### config.mk
export PLATFORM = sky130hd
export DESIGN_NAME = dac_cmd_bank
export DESIGN_NICKNAME = d
export VERILOG_FILES = /design/src/rtl/dac_cmd_pkg.sv /design/src/rtl/cmd_stager.sv /design/src/rtl/cmd_decoder.sv /design/src/rtl/dac_reg_file.sv /design/src/rtl/dac_out_map.sv /design/src/rtl/dac_cmd_bank.sv
export SDC_FILE = /design/constraint.sdc
export NUM_CORES = 1
export LEC_CHECK = 0
export BUFFER_PORTS_ARGS = -buffer_cell sky130_fd_sc_hd__buf_2
export CORE_ASPECT_RATIO = 0.8
export CORE_MARGIN = 10
export CORE_UTILIZATION = 42
export DETAILED_ROUTE_END_ITERATION = 10
export PLACE_DENSITY_LB_ADDON = 0.08
export SKIP_CTS_REPAIR_TIMING = 1
export SYNTH_ARGS = -nofsm -noshare
export SYNTH_HDL_FRONTEND = slang
export SYNTH_HIERARCHICAL = 1
export SYNTH_SLANG_ARGS = --single-unit
### constraint.sdc
create_clock -name clk -period 4 [get_ports clk]
set_input_delay 0.4 -clock clk [delete_from_list [all_inputs] [get_ports clk]]
set_output_delay 0.4 -clock clk [all_outputs]
set_load 0.01 [all_outputs]
### src/rtl/dac_cmd_pkg.sv
// Package: shared widths, operation encoding and command decode for the
// DAC command register bank. Assumes a two-byte write word with a 4-bit
// command nibble at the top of the first byte.
package dac_cmd_pkg;
    localparam int BYTE_W = 8;
    localparam int NIB_W  = 4;
    localparam int SUB_W  = 2;
    localparam int PD_W   = 2;
    localparam int HI_W   = BYTE_W - NIB_W;                 // code bits in byte 1
    localparam int CODE_W = 2 * BYTE_W - NIB_W - SUB_W;     // 10
    localparam int LO_W   = CODE_W - HI_W;                  // code bits in byte 2
    localparam int PAD_W  = BYTE_W - PD_W - HI_W;           // read-back padding
    localparam int TERM_N = (1 << PD_W) - 1;                // termination choices

    typedef logic [CODE_W-1:0] code_t;
    typedef logic [PD_W-1:0]   pd_t;

    typedef enum logic [2:0] {
        OP_NONE,
        OP_LOAD_BOTH,
        OP_LOAD_IN,
        OP_LOAD_XFER,
        OP_XFER,
        OP_SET_PD,
        OP_READ
    } op_e;

    localparam pd_t PD_AWAKE = '0;

    // Map a command nibble to the operation it requests.
    function automatic op_e decode_cmd(input logic [NIB_W-1:0] c);
        op_e r;
        unique case (c[NIB_W-1 -: 2])
            2'b11: begin
                unique case (c[1:0])
                    2'b00:   r = OP_LOAD_BOTH;
                    2'b01:   r = OP_LOAD_IN;
                    2'b10:   r = OP_LOAD_XFER;
                    default: r = OP_XFER;
                endcase
            end
            2'b01:   r = OP_SET_PD;
            2'b00:   r = OP_READ;
            default: r = OP_NONE;
        endcase
        return r;
    endfunction
endpackage

### src/rtl/cmd_stager.sv
// Module: cmd_stager
// Holds the bytes of the word in flight and says when a commit may apply.
// Assumes the front end raises dat_vld only after cmd_vld for the same word
// and raises ack_commit after the last byte has been reported.
module cmd_stager
    import dac_cmd_pkg::*;
(
    input  logic              clk,
    input  logic              rst_n,
    input  logic              cmd_vld,
    input  logic [BYTE_W-1:0] cmd_byte,
    input  logic              dat_vld,
    input  logic [BYTE_W-1:0] data_byte,
    input  logic              frame_abort,
    input  logic              ack_commit,
    output logic [BYTE_W-1:0] hdr_q,
    output logic [BYTE_W-1:0] dat_q,
    output logic              commit_go
);
    logic hdr_ok;
    logic dat_ok;

    assign commit_go = ack_commit && hdr_ok && dat_ok;

    // Track which bytes of the current word have arrived.
    always_ff @(posedge clk) begin
        if (!rst_n) begin
            hdr_ok <= 1'b0;
            dat_ok <= 1'b0;
        end else if (frame_abort || commit_go) begin
            hdr_ok <= 1'b0;
            dat_ok <= 1'b0;
        end else if (cmd_vld) begin
            hdr_ok <= 1'b1;
            dat_ok <= 1'b0;
        end else if (dat_vld && hdr_ok) begin
            dat_ok <= 1'b1;
        end
    end

    // Capture the byte values themselves.
    always_ff @(posedge clk) begin
        if (!rst_n) begin
            hdr_q <= '0;
            dat_q <= '0;
        end else begin
            if (cmd_vld)           hdr_q <= cmd_byte;
            if (dat_vld && hdr_ok) dat_q <= data_byte;
        end
    end

    // A data byte alone never completes a word.
    AST_DATA_AFTER_HDR: assert property (@(posedge clk) disable iff (!rst_n)
        (dat_vld && !hdr_ok && !cmd_vld && !frame_abort && !commit_go) |=> !commit_go || !dat_ok) else $error("data without header");
endmodule

### src/rtl/cmd_decoder.sv
// Module: cmd_decoder
// Splits the staged word into an operation, a 10-bit code and a power-down
// field. Purely combinational; assumes the staged bytes are stable.
module cmd_decoder
    import dac_cmd_pkg::*;
(
    input  logic [BYTE_W-1:0] hdr_q,
    input  logic [BYTE_W-1:0] dat_q,
    output op_e               op,
    output code_t             new_code,
    output pd_t               new_pd
);
    // Operation, code field and power-down field of the staged word.
    always_comb begin
        op       = decode_cmd(hdr_q[BYTE_W-1 -: NIB_W]);
        new_code = {hdr_q[HI_W-1:0], dat_q[BYTE_W-1 -: LO_W]};
        new_pd   = hdr_q[HI_W-1 -: PD_W];
    end
endmodule

### src/rtl/dac_reg_file.sv
// Module: dac_reg_file
// Input, DAC and power-down registers. Changes happen only in the cycle a
// commit is granted; the operation picks which registers move.
module dac_reg_file
    import dac_cmd_pkg::*;
#(
    parameter logic [CODE_W-1:0] RESET_CODE = '0,
    parameter logic [PD_W-1:0]   RESET_PD   = '1
) (
    input  logic  clk,
    input  logic  rst_n,
    input  logic  commit_go,
    input  op_e   op,
    input  code_t new_code,
    input  pd_t   new_pd,
    output code_t dac_q,
    output pd_t   pd_q
);
    code_t in_q;

    // Apply the committed operation to the three registers.
    always_ff @(posedge clk) begin
        if (!rst_n) begin
            in_q  <= RESET_CODE;
            dac_q <= RESET_CODE;
            pd_q  <= RESET_PD;
        end else if (commit_go) begin
            unique case (op)
                OP_LOAD_BOTH: begin
                    in_q  <= new_code;
                    dac_q <= new_code;
                end
                OP_LOAD_IN:   in_q <= new_code;
                OP_LOAD_XFER: begin
                    in_q  <= new_code;
                    dac_q <= in_q;
                end
                OP_XFER:      dac_q <= in_q;
                OP_SET_PD:    pd_q  <= new_pd;
                default: ;
            endcase
        end
    end

    AST_RESET_STATE: assert property (@(posedge clk) disable iff (!rst_n)
        $rose(rst_n) |-> (dac_q == RESET_CODE && pd_q == RESET_PD)) else $error("reset state");
    AST_NO_COMMIT_NO_CHANGE: assert property (@(posedge clk) disable iff (!rst_n)
        !commit_go |=> ($stable(dac_q) && $stable(in_q) && $stable(pd_q))) else $error("change without commit");
    AST_LOAD_BOTH_MATCH: assert property (@(posedge clk) disable iff (!rst_n)
        (commit_go && op == OP_LOAD_BOTH) |=> (dac_q == in_q)) else $error("load both mismatch");
    AST_XFER_OLD_INPUT: assert property (@(posedge clk) disable iff (!rst_n)
        (commit_go && op == OP_LOAD_XFER) |=> (dac_q == $past(in_q))) else $error("transfer old value");
    AST_PD_KEEPS_CODES: assert property (@(posedge clk) disable iff (!rst_n)
        (commit_go && (op == OP_SET_PD || op == OP_READ || op == OP_NONE)) |=> ($stable(dac_q) && $stable(in_q))) else $error("code moved");
endmodule

### src/rtl/dac_out_map.sv
// Module: dac_out_map
// Derives the buffer enable, one-hot termination select and read-back
// bytes from the register state. Combinational; one termination bit per
// non-zero power-down value.
module dac_out_map
    import dac_cmd_pkg::*;
(
    input  code_t              dac_q,
    input  pd_t                pd_q,
    output logic               out_drive,
    output logic [TERM_N-1:0]  term_sel,
    output logic [BYTE_W-1:0]  rd_byte_hi,
    output logic [BYTE_W-1:0]  rd_byte_lo
);
    // One termination bit per power-down value.
    for (genvar k = 0; k < TERM_N; k++) begin : g_term
        assign term_sel[k] = (pd_q == pd_t'(k + 1));
    end

    // Buffer enable and read-back byte packing.
    always_comb begin
        out_drive  = (pd_q == PD_AWAKE);
        rd_byte_hi = {{PAD_W{1'b0}}, pd_q, dac_q[CODE_W-1 -: HI_W]};
        rd_byte_lo = {dac_q[LO_W-1:0], {SUB_W{1'b0}}};
    end
endmodule

### src/rtl/dac_cmd_bank.sv
// Module: dac_cmd_bank (top)
// Double-buffered command register bank for a 10-bit DAC behind a serial
// slave front end. Assumes byte, abort and commit strobes are one-cycle
// pulses synchronous to clk.
module dac_cmd_bank
    import dac_cmd_pkg::*;
#(
    parameter logic [CODE_W-1:0] RESET_CODE = '0,
    parameter logic [PD_W-1:0]   RESET_PD   = '1
) (
    input  logic              clk,
    input  logic              rst_n,
    input  logic              cmd_vld,
    input  logic [7:0]        cmd_byte,
    input  logic              dat_vld,
    input  logic [7:0]        data_byte,
    input  logic              frame_abort,
    input  logic              ack_commit,
    output logic [9:0]        dac_code,
    output logic [1:0]        pd_mode,
    output logic              out_drive,
    output logic [2:0]        term_sel,
    output logic [7:0]        rd_byte_hi,
    output logic [7:0]        rd_byte_lo
);
    logic [BYTE_W-1:0] hdr_q;
    logic [BYTE_W-1:0] dat_q;
    logic              commit_go;
    op_e               op;
    code_t             new_code;
    pd_t               new_pd;
    code_t             dac_q;
    pd_t               pd_q;

    cmd_stager u_stage (
        .clk, .rst_n, .cmd_vld, .cmd_byte, .dat_vld, .data_byte,
        .frame_abort, .ack_commit, .hdr_q, .dat_q, .commit_go
    );

    cmd_decoder u_dec (
        .hdr_q, .dat_q, .op, .new_code, .new_pd
    );

    dac_reg_file #(.RESET_CODE(RESET_CODE), .RESET_PD(RESET_PD)) u_regs (
        .clk, .rst_n, .commit_go, .op, .new_code, .new_pd, .dac_q, .pd_q
    );

    dac_out_map u_map (
        .dac_q, .pd_q, .out_drive, .term_sel, .rd_byte_hi, .rd_byte_lo
    );

    assign dac_code = dac_q;
    assign pd_mode  = pd_q;

    AST_TERM_ONEHOT: assert property (@(posedge clk) disable iff (!rst_n)
        $onehot0(term_sel) && (out_drive == (term_sel == '0))) else $error("termination select");
    AST_READBACK_CODE: assert property (@(posedge clk) disable iff (!rst_n)
        {rd_byte_hi[3:0], rd_byte_lo[7:2]} == dac_code && rd_byte_lo[1:0] == 2'b00) else $error("read-back packing");
endmodule

==> results of run 1 <==
## state kept, by name, summed over array words and instances, names as in the netlist
| register | cells |
|---|---|
| u_stage/hdr_ok | 1 |
| u_regs/in_q | 10 |
| u_stage/dat_q | 6 |
| u_regs/dac_q | 10 |
| u_stage/hdr_q | 8 |
| u_regs/pd_q | 2 |
| u_stage/dat_ok | 1 |
## per-stage QoR
stage | cells | util | total power, mW | setup WS (ns)
floorplan | 242 | - | 0.481 | 2.19
global placement | 321 | 0.431 | 0.487 | 1.30
detailed placement | 321 | 0.431 | 0.488 | 1.24
CTS | 329 | 0.448 | 0.762 | 1.22
global route | 329 | 0.448 | 0.787 | 1.02
finish | 329 | 0.448 | 0.753 | 1.26
## per-layer routing
| layer | wire length, um | part of all wire |
|---|---|---|
| met5 | 0 | 0 |
| met4 | 60 | 0.011 |
| met3 | 248 | 0.047 |
| met2 | 2370 | 0.45 |
| met1 | 2600 | 0.49 |
## worst max-delay path: stages (launching register included)
cell	delay, ns
dfxtp_1	0.34
ha_1	0.20
o21bai_1	0.15
a21boi_1	0.66
buf_4	0.32
and3b_1	0.61
nor3b_2	0.09
o221a_1	0.25
## worst paths after layout
| kind | startpoint | endpoint | slack [ns] |
|---|---|---|---|
| setup / recovery | u_stage/hdr_q[5] | u_regs/dac_q[7] | 1.26 |
| hold / removal | frame_abort | u_stage/dat_ok | 0.31 |
| setup reg to reg | u_stage/hdr_q[5] | u_regs/dac_q[7] | 1.26 |
| hold reg to reg | u_regs/in_q[9] | u_regs/in_q[9] | 0.50 |
## area by class of cell
type / instances / share of cell area
clock inverters: 1 / 0.00206
multi-input cells: 150 / 0.493
well taps: 78 / 0.0401
inverters: 3 / 0.00463
repair buffers: 52 / 0.112
flip-flops and latches: 38 / 0.313
clock buffers: 7 / 0.0355
## power by group through the flow
stage,clock [mW],combinational (mW),sequential [mW]
after global routing,0.297,0.0951,0.395
after CTS,0.283,0.0857,0.394
after global placement,0,0.0844,0.403
after detailed placement,0,0.0858,0.402
after floorplan,0,0.0834,0.397
final,0.274,0.0852,0.394
## placed cells by master, fill, tap and decap left out, types with 2 or more instances in the layout
master / n
buf_2: 47
dfxtp_1: 38
nand3_1: 17
a21boi_1: 10
nor2_1: 10
o21ai_0: 10
nor3b_2: 10
nand4b_1: 10
mux2i_1: 10
o2111ai_1: 9
o221a_1: 9
nand4bb_1: 7
clkbuf_8: 6
a21oi_1: 6
nand2_1: 5
buf_4: 5
a21bo_2: 5
nor2b_1: 4
conb_1: 4
ha_1: 3
o21ai_1: 2
inv_1: 2
or4bb_1: 2
a21bo_1: 2
==> results.yml, run 1 <==
run_status:
  status: "finished clean"
setup_path:
  worst_setup_path_start_kind: "register"
  path_max_fanout: 14
  worst_path_arrival_time_ns: 2.92
  reg2reg_depth: 7
  cp-end-kind: "register"
  crit_required_ns: 4.18
  worst-setup-path-type: "register to register"
route:
  ant_nets: 0
  postRouteWirelength_um: 5280
  firstDrtPassIters: 4
  drt-initial-drc-count: 61
  route.detailed.drc: 0
  detailroute.via_count: 1734
  detail_route.wl_per_cell_um: 16.1
  vias_per_cell: 5.27
power:
  clock_share_of_power: 0.364
  p_switching_uw: 194
  intPower_uw: 558
  p_per_area_nw_per_um2: 309
  flop_pwr_share: 0.523
  power.switching_fraction: 0.258
  combinationalPowerShare: 0.113
  leakage_nw: 0.967
  vdd_ir_drop_max_mv: 0.154
flow_run:
  cap_violations: 0
timing:
  report.final.hold_viol_count: 0
  totalNegativeSetupSlack_ns: 0
  min_period_over_period: 0.686
  hold_slack_ns: 0.313
  timing.slew.headroom: 0.425
  maxSlewViolCount: 0
  tightest_slew_ns: 0.857
  rsz_0062_raised_after_global_routing: "no"
  finClkSkew_ns: 0.00389
  timing.fmax_mhz: 365
  setup_viol_count_final: 0
  fin_crit_ns: 2.74
grt:
  grt_use_total: 0.125
  grt_antenna_before_repair: 0
  grt_pass1_wl_um: 8810
  met1_track_demand_over_resource: 0.163
  grt.busiest_layer: "met2"
  met2_resource_use_gr: 0.193
  number_of_global_route_vias_before_repair: 1778
  grt_use_met3: 0.0318
  overflow: 0
  grt_start_max_net_pins: 25
clock_network:
  cts_inserted_buffers: 5
  tritoncts_clock_tree: "built"
  h-tree-depth: 2
  tritoncts_num_sinks: 38
  clkLatencyLatePin_ns: 0.29
  clockRootBuffer: "clkbuf_8"
  clockBufferDepth: 2
  clkTransAtPathRegs_ns: 0.07
cells_and_area:
  post-route-cell-area_um2: 2430
  areaGrowthSynthToFinish_pct: 3.90
  layout_cells_sized_above_1: 0.323
  fillers: 544
  register_area_um2: 761
  diodes_inserted: 0
  fin_nets: 275
  multiInputGateArea_um2: 1200
floorplan:
  initial_core_util: 0.431
  io-pin-count: 54
  die_area_um2: 8980
  core.rowCount: 24
  die_height_um: 86.8
  core_area_um2: 5440
  floorplan_die_width_um: 103
min_path:
  holdPathStages: 2
  holdCritPathClass: "input port to register"
synthesis:
  yosys_warnings: 6
  synthesis.instances: 239
  mappedNetlistArea_um2: 2340
  synthesis.area_per_instance_um2: 9.79
place:
  detailedPlacementHpwl_um: 3670
  gp_congestion: 0.761
  dpl_cell_area_um2: 2340
  numPortBuffers: 47
Power figures use the tool's default switching activity.
==> run 2, diff against run 1 <==
==> constraint.sdc (replaced) <==
create_clock -name clk -period 2.2 [get_ports clk]
set_input_delay 0.22 -clock clk [delete_from_list [all_inputs] [get_ports clk]]
set_output_delay 0.22 -clock clk [all_outputs]
set_load 0.01 [all_outputs]
==> results.yml, run 2 (same netlist as run 1, synthesis figures left out) <==
run_status:
  status: "finished clean"
route:
  drt-initial-drc-count: 93
  postRouteWirelength_um: 5230
  detailroute.via_count: 1718
  vias_per_cell: 5.08
  firstDrtPassIters: 4
  detail_route.wl_per_cell_um: 15.5
  route.detailed.drc: 0
  ant_nets: 0
clock_network:
  h-tree-depth: 2
  clkTransAtPathRegs_ns: 0.07
  cts_inserted_buffers: 5
  tritoncts_clock_tree: "built"
  clockRootBuffer: "clkbuf_8"
  tritoncts_num_sinks: 38
  clockBufferDepth: 2
  clkLatencyLatePin_ns: 0.28
grt:
  grt_use_total: 0.120
  met1_track_demand_over_resource: 0.157
  grt_use_met3: 0.0358
  overflow: 0
  grt.busiest_layer: "met2"
  number_of_global_route_vias_before_repair: 1672
  grt_pass1_wl_um: 8450
  met2_resource_use_gr: 0.186
  grt_antenna_before_repair: 0
  grt_start_max_net_pins: 24
cells_and_area:
  diodes_inserted: 0
  fin_nets: 284
  layout_commonest_cell: "buf_2"
  areaGrowthSynthToFinish_pct: 7.48
  largest_registers: "u_regs/dac_q (10), u_regs/in_q (10), u_stage/hdr_q (8)"
  layout_common_cells: "buf_2, dfxtp_1, nand3_1"
  layout_cells_sized_above_1: 0.350
timing:
  setup_viol_count_final: 0
  totalNegativeSetupSlack_ns: 0
  report.final.hold_viol_count: 0
  maxSlewViolCount: 0
  hold_slack_ns: 0.131
  min_period_over_period: 0.905
  finClkSkew_ns: 0.00466
  fin_crit_ns: 1.99
  rsz_0062_raised_after_global_routing: "no"
  timing.fmax_mhz: 502
power:
  p_switching_uw: 353
  clock_share_of_power: 0.362
  report.power.total_mw: 1.37
  p_per_area_nw_per_um2: 546
  intPower_mw: 1.02
  flop_pwr_share: 0.518
  combinationalPowerShare: 0.120
  vdd_ir_drop_max_mv: 0.278
  leakage_nw: 1.02
  power.switching_fraction: 0.257
place:
  gp_congestion: 0.745
  detailedPlacementHpwl_um: 3740
  numPortBuffers: 47
floorplan:
  core_area_um2: 5440
  core.rowCount: 24
  die_area_um2: 8980
  die_height_um: 86.8
  floorplan_die_width_um: 103
  initial_core_util: 0.431
  io-pin-count: 54
setup_path:
  worstSetupEndpoint: "u_regs/dac_q[7]"
  regToRegSetupSlack_ns: 0.21
  reg2reg_depth: 9
  worst-setup-path-type: "register to register"
  cp-end-kind: "register"
  crit-reg2reg-launch: "u_stage/hdr_q[5]"
  path_max_fanout: 22
  worstReg2RegEnd: "u_regs/dac_q[7]"
  worst_setup_path_startpoint: "u_stage/hdr_q[5]"
  worst_setup_path_start_kind: "register"
  worst_path_arrival_time_ns: 2.17
  crit_required_ns: 2.38
min_path:
  holdCritPathClass: "input port to register"
flow_run:
  cap_violations: 0
[run 2: stage by stage]
step                      instance area (um^2)  utilization  setup WS, ns  std cells
after floorplan                           2350            -         0.389        242
after global routing                      2520        0.463        0.0365        338
final                                     2520        0.463         0.209        338
after global placement                    2420        0.445         0.149        330
after detailed placement                  2420        0.445         0.139        330
after CTS                                 2510        0.462        0.0940        338
[run 2: per-layer routing]
metal	vias to the layer above	wire length (um)
li1	887	-
met1	788	2610
met2	41	2310
met3	2	286
met4	0	23
met5	-	0
[run 2: critical path: stages, from the launching register on]
cell and delay (ns):
dfxtp_1 0.38, inv_1 0.06, ha_1 0.27, nand3_1 0.07, o21ai_1 0.16, buf_4 0.28
and3b_1 0.23, buf_12 0.16, nor3b_2 0.05, o221a_1 0.22
[run 2: final cells by class]
class | instances | area [um^2]
clock buffers | 7 | 86.3
clock inverters | 1 | 5.00
fillers | 552 | 2920
inverters | 3 | 11.3
multi-input cells | 150 | 1200
flip-flops and latches | 38 | 761
well taps | 78 | 97.6
repair buffers | 61 | 353
[run 2: power by group through the flow]
stage / logic (mW) / clock network (mW) / registers (mW)
6_report: 0.165 / 0.497 / 0.712
5_1_grt: 0.184 / 0.547 / 0.715
4_1_cts: 0.165 / 0.514 / 0.712
3_5_place_dp: 0.164 / 0 / 0.728
3_3_place_gp: 0.163 / 0 / 0.728
2_1_floorplan: 0.152 / 0 / 0.723
[run 2: how the worst min path moves through the flow]
| stage | startpoint | endpoint | slack (ns) | cells past startpoint |
|---|---|---|---|---|
| after floorplan | frame_abort | u_stage/dat_ok | 0.30 | 1 |
| after global placement | frame_abort | u_stage/dat_ok | 0.43 | 2 |
| after detailed placement | frame_abort | u_stage/dat_ok | 0.43 | 2 |
| after CTS | frame_abort | u_stage/dat_ok | 0.13 | 2 |
| after global routing | frame_abort | u_stage/dat_ok | 0.13 | 2 |
| final | frame_abort | u_stage/dat_ok | 0.13 | 2 |
==> run 3, diff against run 2 <==
--- a/config.mk
+++ b/config.mk
@@ -8,9 +8,10 @@
 export BUFFER_PORTS_ARGS = -buffer_cell sky130_fd_sc_hd__buf_2
 export CORE_ASPECT_RATIO = 0.8
 export CORE_MARGIN = 10
-export CORE_UTILIZATION = 42
+export CORE_UTILIZATION = 49
 export DETAILED_ROUTE_END_ITERATION = 10
 export PLACE_DENSITY_LB_ADDON = 0.08
+export REMOVE_ABC_BUFFERS = 1
 export SKIP_CTS_REPAIR_TIMING = 1
 export SYNTH_ARGS = -nofsm -noshare
 export SYNTH_HDL_FRONTEND = slang
==> results.yml, run 3 (same netlist as run 1, synthesis figures left out) <==
setup_path:
  cp_top_family: "simple AND/OR/NAND/NOR gates"
  worst_path_arrival_time_ns: 2.23
  critical-path-max-stage-delay_ns: 0.50
  timing.critical_path.cells: "inv_1, ha_1, nand3_1, o21ai_1, buf_12, or4bb_1, o2111ai_1, o221a_1"
  timing.critical_path.buf_inv: 2
  cp-end-kind: "register"
  worst-setup-path-type: "register to register"
  path_max_fanout: 23
  worst_setup_path_start_kind: "register"
  crit_required_ns: 2.43
  critical_path.slowest_cell: "or4bb_1"
flow_run:
  cap_violations: 0
run_status:
  status: "finished clean"
grt:
  grt_start_max_net_pins: 24
  number_of_global_route_vias_before_repair: 1823
  overflow: 0
  grt_antenna_before_repair: 0
  grt_pass1_wl_um: 8710
  grt_use_total: 0.131
route:
  highest_layer: "met4"
  ant_nets: 0
  route.detailed.drc: 0
  detailroute.via_count: 1776
  detail_route.wl_per_cell_um: 16.5
  met2_length_um: 2400
  met3RoutedLength_um: 393
  drt-initial-drc-count: 76
  drt-met1-wl_um: 2400
  vias_per_cell: 5.58
  postRouteWirelength_um: 5230
  firstDrtPassIters: 4
timing:
  setup_viol_count_final: 0
  finClkSkew_ns: 0.00390
  report.final.hold_viol_count: 0
  timing.fmax_mhz: 500
  tightest_slew_ns: 0.528
  maxSlewViolCount: 0
  min_period_over_period: 0.909
  rsz_0062_raised_after_global_routing: "no"
  timing.slew.headroom: 0.646
  fin_crit_ns: 2.00
power:
  p_per_area_nw_per_um2: 538
  vdd_ir_drop_max_mv: 0.272
  leakage_nw: 1.01
place:
  numPortBuffers: 47
  dpl_cell_area_um2: 2400
  gp_congestion: 0.728
  detailedPlacementHpwl_um: 3620
clock_network:
  clockBufferDepth: 2
  cts_inserted_buffers: 5
  h-tree-depth: 2
  clkTransAtPathRegs_ns: 0.07
  clkLatencyLatePin_ns: 0.28
  clockRootBuffer: "clkbuf_8"
  tritoncts_num_sinks: 38
  tritoncts_clock_tree: "built"
cells_and_area:
  fin_nets: 283
  final_core_utilization: 0.540
  largest_registers: "u_regs/dac_q (10), u_regs/in_q (10), u_stage/hdr_q (8)"
  layout_common_cells: "buf_2, dfxtp_1, nand3_1"
  layout_cells_sized_above_1: 0.341
  layout_commonest_cell: "buf_2"
  diodes_inserted: 0
  multiInputGateArea_um2: 1200
  post-route-cell-area_um2: 2480
  fillers: 444
  areaGrowthSynthToFinish_pct: 6.09
  register_area_um2: 761
floorplan:
  core.rowCount: 22
  initial_core_util: 0.509
  core_area_um2: 4600
  die_height_um: 81.8
  io-pin-count: 54
  floorplan_die_width_um: 97.3
  die_area_um2: 7960
min_path:
  holdCritPathClass: "input port to register"
-- run 3: cell count changes in the layout (fill, tap and decap cells not counted) --
cell      previous run  this run
buf_4               13        11
clkbuf_1             1         2
clkinv_2             1         0
buf_12               1         2
clkbuf_8             6         5
-- run 3: final cells by class --
class,count,share of cell area
multi-input cells,150,0.484
repair buffers,60,0.144
inverters,3,0.00453
flip-flops and latches,38,0.306
clock buffers,7,0.0307
well taps,60,0.0302
-- run 3: metal layers --
layer | GRT usage | up-vias
li1 | - | 885
met1 | 0.154 | 827
met2 | 0.221 | 59
met3 | 0.0478 | 5
met4 | 0.0391 | 0
met5 | 0 | -
-- run 3: power by group --
part           internal, mW  switching (mW)
sequential            0.700          0.0126
clock                 0.218           0.231
combinational        0.0746          0.0998
-- run 3: path summary, 6_finish.rpt --
| path | startpoint | end | slack (ns) | depth (start not counted) |
|---|---|---|---|---|
| setup / recovery | u_stage/hdr_q[4] | u_regs/dac_q[1] | 0.20 | 8 |
| hold / removal | frame_abort | u_stage/dat_ok | 0.14 | 2 |
| setup reg to reg | u_stage/hdr_q[4] | u_regs/dac_q[1] | 0.20 | 8 |
| hold reg to reg | u_stage/dat_q[2] | u_regs/in_q[0] | 0.48 | 2 |
-- run 3: per-stage QoR --
stage | worst slack, ns | cells | hold slack (ns) | setup TNS (ns) | total power [mW]
after global routing | 0.0792 | 318 | 0.125 | 0 | 1.40
after CTS | 0.131 | 318 | 0.131 | 0 | 1.35
after global placement | 0.176 | 311 | 0.436 | 0 | 0.900
after floorplan | -0.713 | 191 | 0.282 | -7.12 | 0.816
after detailed placement | 0.168 | 311 | 0.433 | 0 | 0.902
final | 0.200 | 318 | 0.138 | 0 | 1.34
